<file path="config.mk">
export PLATFORM = sky130hd
export DESIGN_NAME = pit_channel
export DESIGN_NICKNAME = d
export VERILOG_FILES = /design/src/rtl/pit_pkg.sv /design/src/rtl/pit_datapath.sv /design/src/rtl/pit_control.sv /design/src/rtl/pit_channel.sv
export SDC_FILE = /design/constraint.sdc
export NUM_CORES = 1
export LEC_CHECK = 0
export BUFFER_PORTS_ARGS = -buffer_cell sky130_fd_sc_hd__buf_2
export CAP_MARGIN = 10
export CORE_MARGIN = 2
export CORE_UTILIZATION = 40
export CTS_CLUSTER_DIAMETER = 200
export DETAILED_ROUTE_END_ITERATION = 7
export GPL_ROUTABILITY_DRIVEN = 1
export HOLD_SLACK_MARGIN = 0.06
export MAX_ROUTING_LAYER = met4
export PLACE_DENSITY = 0.57
export SYNTH_ARGS = -nofsm -noshare
export SYNTH_HDL_FRONTEND = slang
export SYNTH_SLANG_ARGS = --single-unit
</file>
<file path="constraint.sdc">
create_clock -name clk -period 4.4 [get_ports clk]
set_input_delay 0.88 -clock clk [delete_from_list [all_inputs] [get_ports clk]]
set_output_delay 0.88 -clock clk [all_outputs]
set_load 0.05 [all_outputs]
</file>
<file path="src/rtl/pit_pkg.sv">
package pit_pkg;

  typedef enum logic [1:0] {
    ACC_LATCH = 2'b00,
    ACC_LO    = 2'b01,
    ACC_HI    = 2'b10,
    ACC_LOHI  = 2'b11
  } accT;

  localparam logic [2:0] MODE_TC     = 3'd0;
  localparam logic [2:0] MODE_ONESHOT = 3'd1;
  localparam logic [2:0] MODE_RATE   = 3'd2;
  localparam logic [2:0] MODE_SQUARE = 3'd3;
  localparam logic [2:0] MODE_SWSTB  = 3'd4;
  localparam logic [2:0] MODE_HWSTB  = 3'd5;

  // Strobes from the control to the datapath
  typedef struct packed {
    logic loadLo;
    logic loadHi;
    logic zeroLo;
    logic zeroHi;
    logic reload;
    logic reloadEven;
    logic dec1;
    logic dec2;
    logic latch;
    logic unlatch;
  } dpCmdT;

endpackage

</file>
<file path="src/rtl/pit_datapath.sv">
module pit_datapath
  import pit_pkg::*;
#(
  parameter int BYTE_W = 8
) (
  input  logic                  clk,
  input  logic                  rstN,
  input  dpCmdT                 cmd,
  input  logic                  bcdMode,
  input  logic [BYTE_W-1:0]     dataIn,
  output logic [2*BYTE_W-1:0]   readCount,
  output logic                  cntIsOne,
  output logic                  cntIsTwo,
  output logic                  initOdd,
  output logic                  isLatched
);
  localparam int CNT_W  = 2 * BYTE_W;
  localparam int DIGITS = CNT_W / 4;

  logic [CNT_W-1:0] loadVal, countQ, latchVal, decA, decB;
  logic             latchedQ;

  function automatic logic [CNT_W-1:0] decOne(input logic [CNT_W-1:0] v,
                                              input logic useBcd);
    logic [CNT_W-1:0] r;
    logic borrow;
    r = v;
    borrow = 1'b1;
    if (!useBcd) begin
      r = v - CNT_W'(1);
    end else begin
      for (int d = 0; d < DIGITS; d++) begin
        if (borrow) begin
          if (v[4*d +: 4] == 4'd0) begin
            r[4*d +: 4] = 4'd9;
          end else begin
            r[4*d +: 4] = v[4*d +: 4] - 4'd1;
            borrow = 1'b0;
          end
        end
      end
    end
    return r;
  endfunction

  assign decA = decOne(countQ, bcdMode);
  assign decB = decOne(decA, bcdMode);

  always_ff @(posedge clk or negedge rstN) begin
    if (!rstN) begin
      loadVal  <= '0;
      countQ   <= '0;
      latchVal <= '0;
      latchedQ <= 1'b0;
    end else begin
      if (cmd.loadLo) loadVal[BYTE_W-1:0]     <= dataIn;
      if (cmd.zeroLo) loadVal[BYTE_W-1:0]     <= '0;
      if (cmd.loadHi) loadVal[CNT_W-1:BYTE_W] <= dataIn;
      if (cmd.zeroHi) loadVal[CNT_W-1:BYTE_W] <= '0;

      if (cmd.reload)          countQ <= loadVal;
      else if (cmd.reloadEven) countQ <= {loadVal[CNT_W-1:1], 1'b0};
      else if (cmd.dec1)       countQ <= decA;
      else if (cmd.dec2)       countQ <= decB;

      if (cmd.latch) begin
        latchVal <= countQ;
        latchedQ <= 1'b1;
      end else if (cmd.unlatch) begin
        latchedQ <= 1'b0;
      end
    end
  end

  assign readCount = latchedQ ? latchVal : countQ;
  assign cntIsOne  = (countQ == CNT_W'(1));
  assign cntIsTwo  = (countQ == CNT_W'(2));
  assign initOdd   = loadVal[0];
  assign isLatched = latchedQ;

endmodule

</file>
<file path="src/rtl/pit_control.sv">
module pit_control
  import pit_pkg::*;
#(
  parameter int BYTE_W = 8
) (
  input  logic              clk,
  input  logic              rstN,
  input  logic              ctrlWr,
  input  logic              cntWr,
  input  logic              tick,
  input  logic              gate,
  input  logic [BYTE_W-1:0] dataIn,
  input  logic              cntIsOne,
  input  logic              cntIsTwo,
  input  logic              initOdd,
  output dpCmdT             cmd,
  output logic              bcdMode,
  output logic              outLine,
  output logic [2:0]        modeEff,
  output logic              loadPend
);
  // Control byte field positions
  localparam int BCD_BIT  = 0;
  localparam int MODE_LSB = 1;
  localparam int ACC_LSB  = 4;

  logic [2:0] modeQ, modeN, codeIn;
  accT        accQ, accN;
  logic bcdQ, bcdN, waitHiQ, waitHiN, armedQ, armedN, pendQ, pendN;
  logic runQ, runN, firedQ, firedN, extraQ, extraN, outQ, outN;
  logic gPrevQ, gPrevN, trig, levelMode;

  assign codeIn    = dataIn[MODE_LSB +: 3];
  assign trig      = gate & ~gPrevQ;
  assign levelMode = (modeQ != MODE_ONESHOT) && (modeQ != MODE_HWSTB);

  always_comb begin
    modeN = modeQ;  accN = accQ;   bcdN = bcdQ;   waitHiN = waitHiQ;
    armedN = armedQ; pendN = pendQ; runN = runQ;  firedN = firedQ;
    extraN = extraQ; outN = outQ;  gPrevN = gPrevQ;
    cmd = '0;
    if (ctrlWr) begin
      if (dataIn[ACC_LSB +: 2] == ACC_LATCH) begin
        cmd.latch = 1'b1;
      end else begin
        modeN   = {codeIn[2] & ~codeIn[1], codeIn[1:0]};
        bcdN    = dataIn[BCD_BIT];
        accN    = accT'(dataIn[ACC_LSB +: 2]);
        waitHiN = 1'b0;  armedN = 1'b0; pendN = 1'b0; runN = 1'b0;
        firedN  = 1'b0;  extraN = 1'b0;
        outN    = (modeN != MODE_TC);
        cmd.unlatch = 1'b1;
      end
    end else begin
      if (tick) begin
        gPrevN = gate;
        case (modeQ)
          MODE_TC, MODE_SWSTB: begin
            if (modeQ == MODE_SWSTB) outN = 1'b1;
            if (pendQ) begin
              cmd.reload = 1'b1; pendN = 1'b0; runN = 1'b1;
            end else if (runQ && gate) begin
              cmd.dec1 = 1'b1;
              if (cntIsOne) begin
                if (modeQ == MODE_TC) outN = 1'b1;
                else if (!firedQ) begin
                  outN = 1'b0; firedN = 1'b1;
                end
              end
            end
          end
          MODE_RATE: begin
            if (pendQ) begin
              cmd.reload = 1'b1; outN = 1'b1; pendN = 1'b0; runN = 1'b1;
            end else if (runQ && gate) begin
              if (cntIsOne) begin
                cmd.reload = 1'b1; outN = 1'b1;
              end else begin
                cmd.dec1 = 1'b1;
                if (cntIsTwo) outN = 1'b0;
              end
            end
          end
          MODE_SQUARE: begin
            if (pendQ) begin
              cmd.reloadEven = 1'b1; outN = 1'b1; extraN = 1'b0;
              pendN = 1'b0; runN = 1'b1;
            end else if (runQ && gate) begin
              if (cntIsTwo) begin
                if (outQ && initOdd && !extraQ) begin
                  extraN = 1'b1;
                end else begin
                  cmd.reloadEven = 1'b1;
                  outN = ~outQ;
                  if (!outQ) extraN = 1'b0;
                end
              end else begin
                cmd.dec2 = 1'b1;
              end
            end
          end
          MODE_ONESHOT, MODE_HWSTB: begin
            if (modeQ == MODE_HWSTB) outN = 1'b1;
            if (armedQ && trig) begin
              cmd.reload = 1'b1; runN = 1'b1;
              outN = (modeQ == MODE_HWSTB);
            end else if (runQ) begin
              cmd.dec1 = 1'b1;
              if (cntIsOne) begin
                runN = 1'b0;
                outN = (modeQ == MODE_ONESHOT);
              end
            end
          end
          default: ;
        endcase
      end
      if (cntWr) begin
        cmd.unlatch = 1'b1;
        case (accQ)
          ACC_LO: begin
            cmd.loadLo = 1'b1; cmd.zeroHi = 1'b1; armedN = 1'b1;
          end
          ACC_HI: begin
            cmd.loadHi = 1'b1; cmd.zeroLo = 1'b1; armedN = 1'b1;
          end
          ACC_LOHI: begin
            if (!waitHiQ) begin
              cmd.loadLo = 1'b1; waitHiN = 1'b1;
            end else begin
              cmd.loadHi = 1'b1; waitHiN = 1'b0; armedN = 1'b1;
            end
          end
          default: ;
        endcase
        if (armedN && !(accQ == ACC_LOHI && !waitHiQ)) begin
          firedN = 1'b0;
          if (levelMode) pendN = 1'b1;
          if (modeQ == MODE_TC) outN = 1'b0;
        end
      end
    end
  end

  always_ff @(posedge clk or negedge rstN) begin
    if (!rstN) begin
      modeQ <= MODE_TC; accQ <= ACC_LOHI; bcdQ <= 1'b0; waitHiQ <= 1'b0;
      armedQ <= 1'b0; pendQ <= 1'b0; runQ <= 1'b0; firedQ <= 1'b0;
      extraQ <= 1'b0; outQ <= 1'b0; gPrevQ <= 1'b0;
    end else begin
      modeQ <= modeN; accQ <= accN; bcdQ <= bcdN; waitHiQ <= waitHiN;
      armedQ <= armedN; pendQ <= pendN; runQ <= runN; firedQ <= firedN;
      extraQ <= extraN; outQ <= outN; gPrevQ <= gPrevN;
    end
  end

  assign outLine  = outQ;
  assign bcdMode  = bcdQ;
  assign modeEff  = modeQ;
  assign loadPend = pendQ;

endmodule

</file>
<file path="src/rtl/pit_channel.sv">
module pit_channel
  import pit_pkg::*;
#(
  parameter int BYTE_W = 8
) (
  input  logic                clk,
  input  logic                rstN,
  input  logic                ctrlWr,
  input  logic                cntWr,
  input  logic [BYTE_W-1:0]   dataIn,
  input  logic                tick,
  input  logic                gate,
  output logic                outLine,
  output logic [2*BYTE_W-1:0] readCount
);
  dpCmdT      cmd;
  logic       bcdMode, cntIsOne, cntIsTwo, initOdd, isLatched, loadPend;
  logic [2:0] modeEff;

  pit_control #(.BYTE_W(BYTE_W)) u_ctrl (
    .clk(clk), .rstN(rstN), .ctrlWr(ctrlWr), .cntWr(cntWr), .tick(tick),
    .gate(gate), .dataIn(dataIn), .cntIsOne(cntIsOne), .cntIsTwo(cntIsTwo),
    .initOdd(initOdd), .cmd(cmd), .bcdMode(bcdMode), .outLine(outLine),
    .modeEff(modeEff), .loadPend(loadPend)
  );

  pit_datapath #(.BYTE_W(BYTE_W)) u_dp (
    .clk(clk), .rstN(rstN), .cmd(cmd), .bcdMode(bcdMode), .dataIn(dataIn),
    .readCount(readCount), .cntIsOne(cntIsOne), .cntIsTwo(cntIsTwo),
    .initOdd(initOdd), .isLatched(isLatched)
  );

endmodule

</file>
==> flow_summary.json, run 1 <==
{
  "synth_nets": 574,
  "antenna_cells": 0,
  "vias": 4287,
  "die_h_um": 111.6,
  "avgRoutedWirePerCell_um": 19.84,
  "mostFrequentLayoutCells": "dfrtp_1 (61), nand2_1 (60), o21ai_0 (46)",
  "max_slew_margin": 0.2399,
  "cp_num_buf_inv": 1,
  "rows": 39,
  "period_share": 0.8221,
  "finish.utilization": 0.4547,
  "final-max-slew-violation-count": 0,
  "tns_ps": 0,
  "cts_hold_buf": 0,
  "drc": 0,
  "dpl.hpwl_um": 10400,
  "path_clk_slew_ps": 60,
  "cap_violations": 0,
  "die_w_um": 111.6,
  "clockBufferDepth": 2,
  "intPower_w": 0.001780,
  "rsz0062_at_grt": "no",
  "hold_class": "reg -> reg",
  "pwr-share-clk": 0.244,
  "worstPathMaxFanout": 13,
  "antenna_found_initial": 0,
  "ys_ff_latch": 63,
  "final_common_cell": "dfrtp_1",
  "pwr-share-seq": 0.328,
  "swShare": 0.4517,
  "ios": 31,
  "wl_um": 14110,
  "irDropWorstVdd_v": 0.0003427,
  "fin_crit_ps": 3617,
  "ys_warn_count": 0,
  "slowest_stage": "dfrtp_1",
  "synth_edf_count": 0,
  "cp-start-kind": "flop",
  "io_buffer_count": 30,
  "postSynth.asyncResetShare": 1.000,
  "die_area_um2": 12460,
  "power.total_w": 0.003246,
  "status": "finished, final reports clean",
  "p_switching_w": 0.001466,
  "final_area_um2": 5170,
  "yosysTopAreaCell": "dfrtp_1",
  "finClkSkew_ps": 6.120,
  "synth_cells": 551,
  "synth.avg_cell_area_um2": 8.406,
  "clockRootBuffer": "clkbuf_16",
  "worst_pin_slew_ps": 1135,
  "crit_path_cell_trace": "inv_1 > ha_1 > or2_2 > o32ai_1 > and4_1 > nor4bb_1 > a31oi_1 > o221ai_1 > o21ai_0 > o211ai_1",
  "synthTopCellsByArea": "dfrtp_1 (33%), mux2_2 (7.3%), o21ai_0 (5.0%), nand2_1 (4.9%), a21oi_1 (3.6%)",
  "cts_tree": "done",
  "setup_ws_ps": 782.9,
  "grt_max_degree": 35,
  "place_area_um2": 4838,
  "pre_cts_slack_ps": 884.6,
  "finalHoldViolations": 0,
  "setup_violations": 0,
  "cellLeakagePower_nw": 2.113,
  "cts.htree.levels": 3,
  "first_iter_violations": 312,
  "grt_pass1_vias": 4120,
  "fillCellCount": 1169,
  "ant_nets": 0,
  "drive_gt1_frac": 0.1954,
  "yosysTopAreaCellShare": 0.3296,
  "initial_utilization": 0.4074,
  "vias_per_cell": 6.030,
  "cp.arrival_ps": 3860,
  "post_cts_buffers": 0,
  "syn_to_final_growth_pct": 11.62,
  "critical_path_class": "reg -> reg",
  "comb_power_share": 0.428,
  "syn_area_um2": 4632,
  "cpPeakStageDelay_ps": 550,
  "critPathCaptureType": "flop",
  "gr-total-overflow": 0,
  "drt_first_pass_iters": 5,
  "critical_path_required_ps": 4640,
  "track_usage": 0.2410,
  "cts_made_buffers": 9,
  "worstSkewPairLatency_ps": 330,
  "max_freq_mhz": 276.5,
  "p_per_area_nw_per_um2": 627.9,
  "synth_cell_types": 79,
  "core_area_um2": 11370,
  "grt_pass1_wl_um": 22990,
  "clock_sinks": 63,
  "ctsResizeCount": 0,
  "gp_congestion": 0.9423,
  "ys_seq_area_frac": 0.3409,
  "layout.nets": 586,
  "path_delay_family": "simple AND/OR/NAND/NOR gates",
  "synthFlopType": "dfrtp_1"
}
flip-flops by register name (all words and copies together) (netlist names), 2 cells and up:
name / cells
u_dp.countQ: 16
u_dp.latchVal: 16
u_dp.loadVal: 16
u_ctrl.modeEff: 3
u_ctrl.accQ: 2
worst min-delay path, delay by kind of cell (launching register included):
kind	cells	cell delay, ps
AO/OA/AOI/OAI	1	60
flip-flops	1	350
AND/OR/NAND/NOR	1	50
cells by family (layout without fill, tap and decap cells):
| logic type | count (synthesis) | after routing | synth area share |
|---|---|---|---|
| compound gates | 155 | 155 | 0.2226 |
| xor+xnor | 11 | 11 | 0.02080 |
| fa+ha+maj | 9 | 9 | 0.02431 |
| buf+inv | 67 | 84 | 0.06726 |
| flops | 63 | 63 | 0.3409 |
| mux | 35 | 35 | 0.08644 |
| simple gates | 211 | 211 | 0.2377 |
per-stage QoR:
step           cells  hold slack, ps
6_report         711           490.8
5_1_grt          711           513.1
4_1_cts          711           496.8
3_5_place_dp     695           482.0
3_3_place_gp     695           472.3
2_1_floorplan    551           449.7
final timing paths:
kind                                 start                end  slack, ps  cells after the start
max                         u_dp.countQ[0]     u_dp.countQ[9]        780                     10
min                        u_dp.loadVal[2]     u_dp.countQ[2]        490                      2
max in group asynchronous             rstN     u_ctrl.accQ[0]       2830                      2
min in group asynchronous             rstN  u_dp.latchVal[11]        620                      1
max reg2reg                 u_dp.countQ[0]     u_dp.countQ[9]        780                     10
min reg2reg                u_dp.loadVal[2]     u_dp.countQ[2]        490                      2
cell type report:
cell class                 instances  area, um^2  area share
sequential                        63        1579      0.3054
multi-input combinational        421        2746      0.5312
timing repair buffer              41       232.7     0.04501
tap                              143       178.9     0.03461
clock inverter                     6       92.59     0.01791
clock buffer                      10       239.0     0.04622
inverter                          27       101.3     0.01960
routing by layer:
layer  routed length, um  vias to the layer above  track usage
li1                    -                     2041            -
met1                6338                     2068       0.3184
met2                6588                      153       0.3732
met3                 863                       25      0.03974
met4                 315                        0      0.09218
met5                   0                        -            -
synth_stat cells (5+ instances only):
master	instances
or3_1	9
clkbuf_1	29
a21oi_1	33
nor2_1	36
xor2_1	5
inv_1	27
nor3_1	22
mux2_2	30
dfrtp_1	61
nand2_1	60
nand3_1	24
o31ai_1	5
ha_1	9
a21o_1	5
o211ai_1	9
xnor2_1	6
nor4_1	11
o21ai_0	46
o22ai_1	6
nor2b_1	6
and2_1	9
power groups by stage:
stage	registers, W	clock network [W]	logic, W
final	0.00106	0.000793	0.00139
after floorplan	0.000868	0	0.00120
after CTS	0.00106	0.000812	0.00138
after detailed placement	0.00107	0	0.00138
after global placement	0.00106	0	0.00138
after global routing	0.00110	0.000840	0.00151
Note: power is estimated with default switching activity, not from simulation.
==> run 2, diff against run 1 <==
PLACE_DENSITY = 0.59   (was 0.57)
clock period = 3.25 ns   (was 4.4 ns; I/O delays follow)
==> run 2 against run 1 <==
Effect of this change: maximum frequency is 19% higher; first-iteration DRC count is 5.8% lower; power is 34% higher; combinational power is 49% higher; clock power is 14% higher; global-route usage is 0.32 points lower; cell count is 3.0% higher; largest cell class unchanged; largest power group unchanged.
==> flow_summary.json, run 2 (same netlist as run 1, synthesis figures left out) <==
{
  "rrSetupSlack_ps": 200,
  "core_area_um2": 11370,
  "setup_ws_ps": 205.0,
  "finClkSkew_ps": 6.534,
  "post_cts_buffers": 0,
  "mostFrequentLayoutCells": "dfrtp_1 (61), nand2_1 (59), o21ai_0 (46)",
  "pre_cts_slack_ps": 130.4,
  "rr_worst_depth": 11,
  "grt_pass1_vias": 4387,
  "antenna_cells": 0,
  "layout.nets": 607,
  "die_h_um": 111.6,
  "critPathCaptureType": "flop",
  "drc": 0,
  "drt_first_pass_iters": 5,
  "ant_nets": 0,
  "clock_sinks": 63,
  "cp_num_buf_inv": 2,
  "p_per_area_nw_per_um2": 816.3,
  "ios": 31,
  "vias_per_cell": 5.967,
  "max_slew_margin": 0.4269,
  "top_regs": "u_dp.countQ: 16 flops, u_dp.latchVal: 16 flops, u_dp.loadVal: 16 flops",
  "gr-total-overflow": 0,
  "cts_made_buffers": 9,
  "final_common_cell": "dfrtp_1",
  "r2r-start": "u_dp.countQ[1]",
  "cts_tree": "done",
  "crit_path_cell_trace": "inv_1 > ha_1 > buf_4 > mux2i_1 > or3_1 > and2_0 > nand4_1 > o32a_1 > o41ai_2 > a211o_1 > o311a_1",
  "grt_pass1_wl_um": 23200,
  "critical_path_class": "reg -> reg",
  "path_clk_slew_ps": 50,
  "worstPathMaxFanout": 9,
  "gp_congestion": 0.9713,
  "antenna_found_initial": 0,
  "r2r-end": "u_dp.countQ[15]",
  "fillCellCount": 1113,
  "cp.arrival_ps": 3310,
  "cts.htree.levels": 3,
  "io_buffer_count": 30,
  "worst_pin_slew_ps": 854.5,
  "max_freq_mhz": 328.4,
  "finish.utilization": 0.4674,
  "rows": 39,
  "wl_um": 13940,
  "path_delay_family": "compound AO/OA/AOI/OAI gates",
  "status": "finished, final reports clean",
  "irDropWorstVdd_v": 0.0004798,
  "fin_cells": 732,
  "vias": 4368,
  "initial_utilization": 0.4074,
  "critical_path_required_ps": 3520,
  "final-max-slew-violation-count": 0,
  "cap_violations": 0,
  "tns_ps": 0,
  "cp-start-kind": "flop",
  "rsz0062_at_grt": "no",
  "first_iter_violations": 294,
  "die_area_um2": 12460,
  "syn_to_final_growth_pct": 14.72,
  "fin_crit_ps": 3045,
  "cpPeakStageDelay_ps": 410,
  "period_share": 0.9369,
  "clockBufferDepth": 2,
  "hold_class": "in -> async",
  "die_w_um": 111.6,
  "track_usage": 0.2379,
  "setup_violations": 0,
  "finalHoldViolations": 0,
  "worstSkewPairLatency_ps": 330,
  "cellLeakagePower_nw": 2.206,
  "drive_gt1_frac": 0.2258,
  "slowest_stage": "mux2i_1",
  "clockRootBuffer": "clkbuf_16",
  "place_area_um2": 5021,
  "grt_max_degree": 37,
  "multi_input_area_um2": 2761,
  "dp.cells": 716,
  "dpl.hpwl_um": 10400,
  "avgRoutedWirePerCell_um": 19.04,
  "final_area_um2": 5314,
  "cp-startpoint": "u_dp.countQ[1]",
  "seq_area_um2": 1579
}
run 2: cell count changes in the layout (fill, tap and decap cells not counted), moves of 2 or more:
cell and delta:
nor4_2 +2, clkinv_2 +2, buf_12 +2, bufinv_16 -2, buf_4 +19, clkbuf_1 +2
nor4_1 -2
run 2: worst max path at each step:
stage / slack (ps) / to / cells after the start
3_5_place_dp: 130 / u_dp.countQ[15] / 9
2_1_floorplan: 140 / u_dp.countQ[13] / 13
4_1_cts: 100 / u_dp.countQ[15] / 9
5_1_grt: 20 / u_dp.countQ[15] / 9
3_3_place_gp: 100 / u_dp.countQ[15] / 9
6_report: 200 / u_dp.countQ[15] / 11
run 2: per-stage QoR:
stage / hold slack (ps) / total power (W)
detailed placement: 473.7 / 0.003395
finish: 333.5 / 0.004338
floorplan: 354.4 / 0.002806
global route: 368.1 / 0.004599
global placement: 472.3 / 0.003391
CTS: 349.0 / 0.004323
run 2: what timing repair did:
| item | 4_1_cts | 5_1_grt |
|---|---|---|
| endpoints found under the setup margin | 0 | 6 |
| resized for setup | 0 | 3 |
| hold buffers | 0 | 0 |
run 2: area by class of cell:
class                           instances  area share
Timing Repair Buffer                   62     0.07817
Clock inverter                          3    0.003296
Sequential cell                        63      0.2971
Multi-Input combinational cell        421      0.5197
Tap cell                              143     0.03367
Inverter                               27     0.01907
Clock buffer                           13     0.04898
run 2: power by group:
part	switching, W	internal, W
combinational	0.00130	0.000769
clock	0.000350	0.000555
sequential	0.000331	0.00104
total	0.00198	0.00236
run 2: layer usage:
metal  GRT usage  vias to the layer above  share of wire
met5           -                        -              0
met4     0.07737                        0          0.031
met3     0.04083                       42          0.054
met2      0.3772                      158           0.46
met1      0.3115                     2085           0.45
li1            -                     2083              -
run 2: worst register-to-register path, stage by stage (launching register included):
cell	delay, ps
dfrtp_1	340
inv_1	100
ha_1	210
buf_4	160
mux2i_1	410
or3_1	190
and2_0	340
nand4_1	350
o32a_1	280
o41ai_2	280
a211o_1	180
o311a_1	150
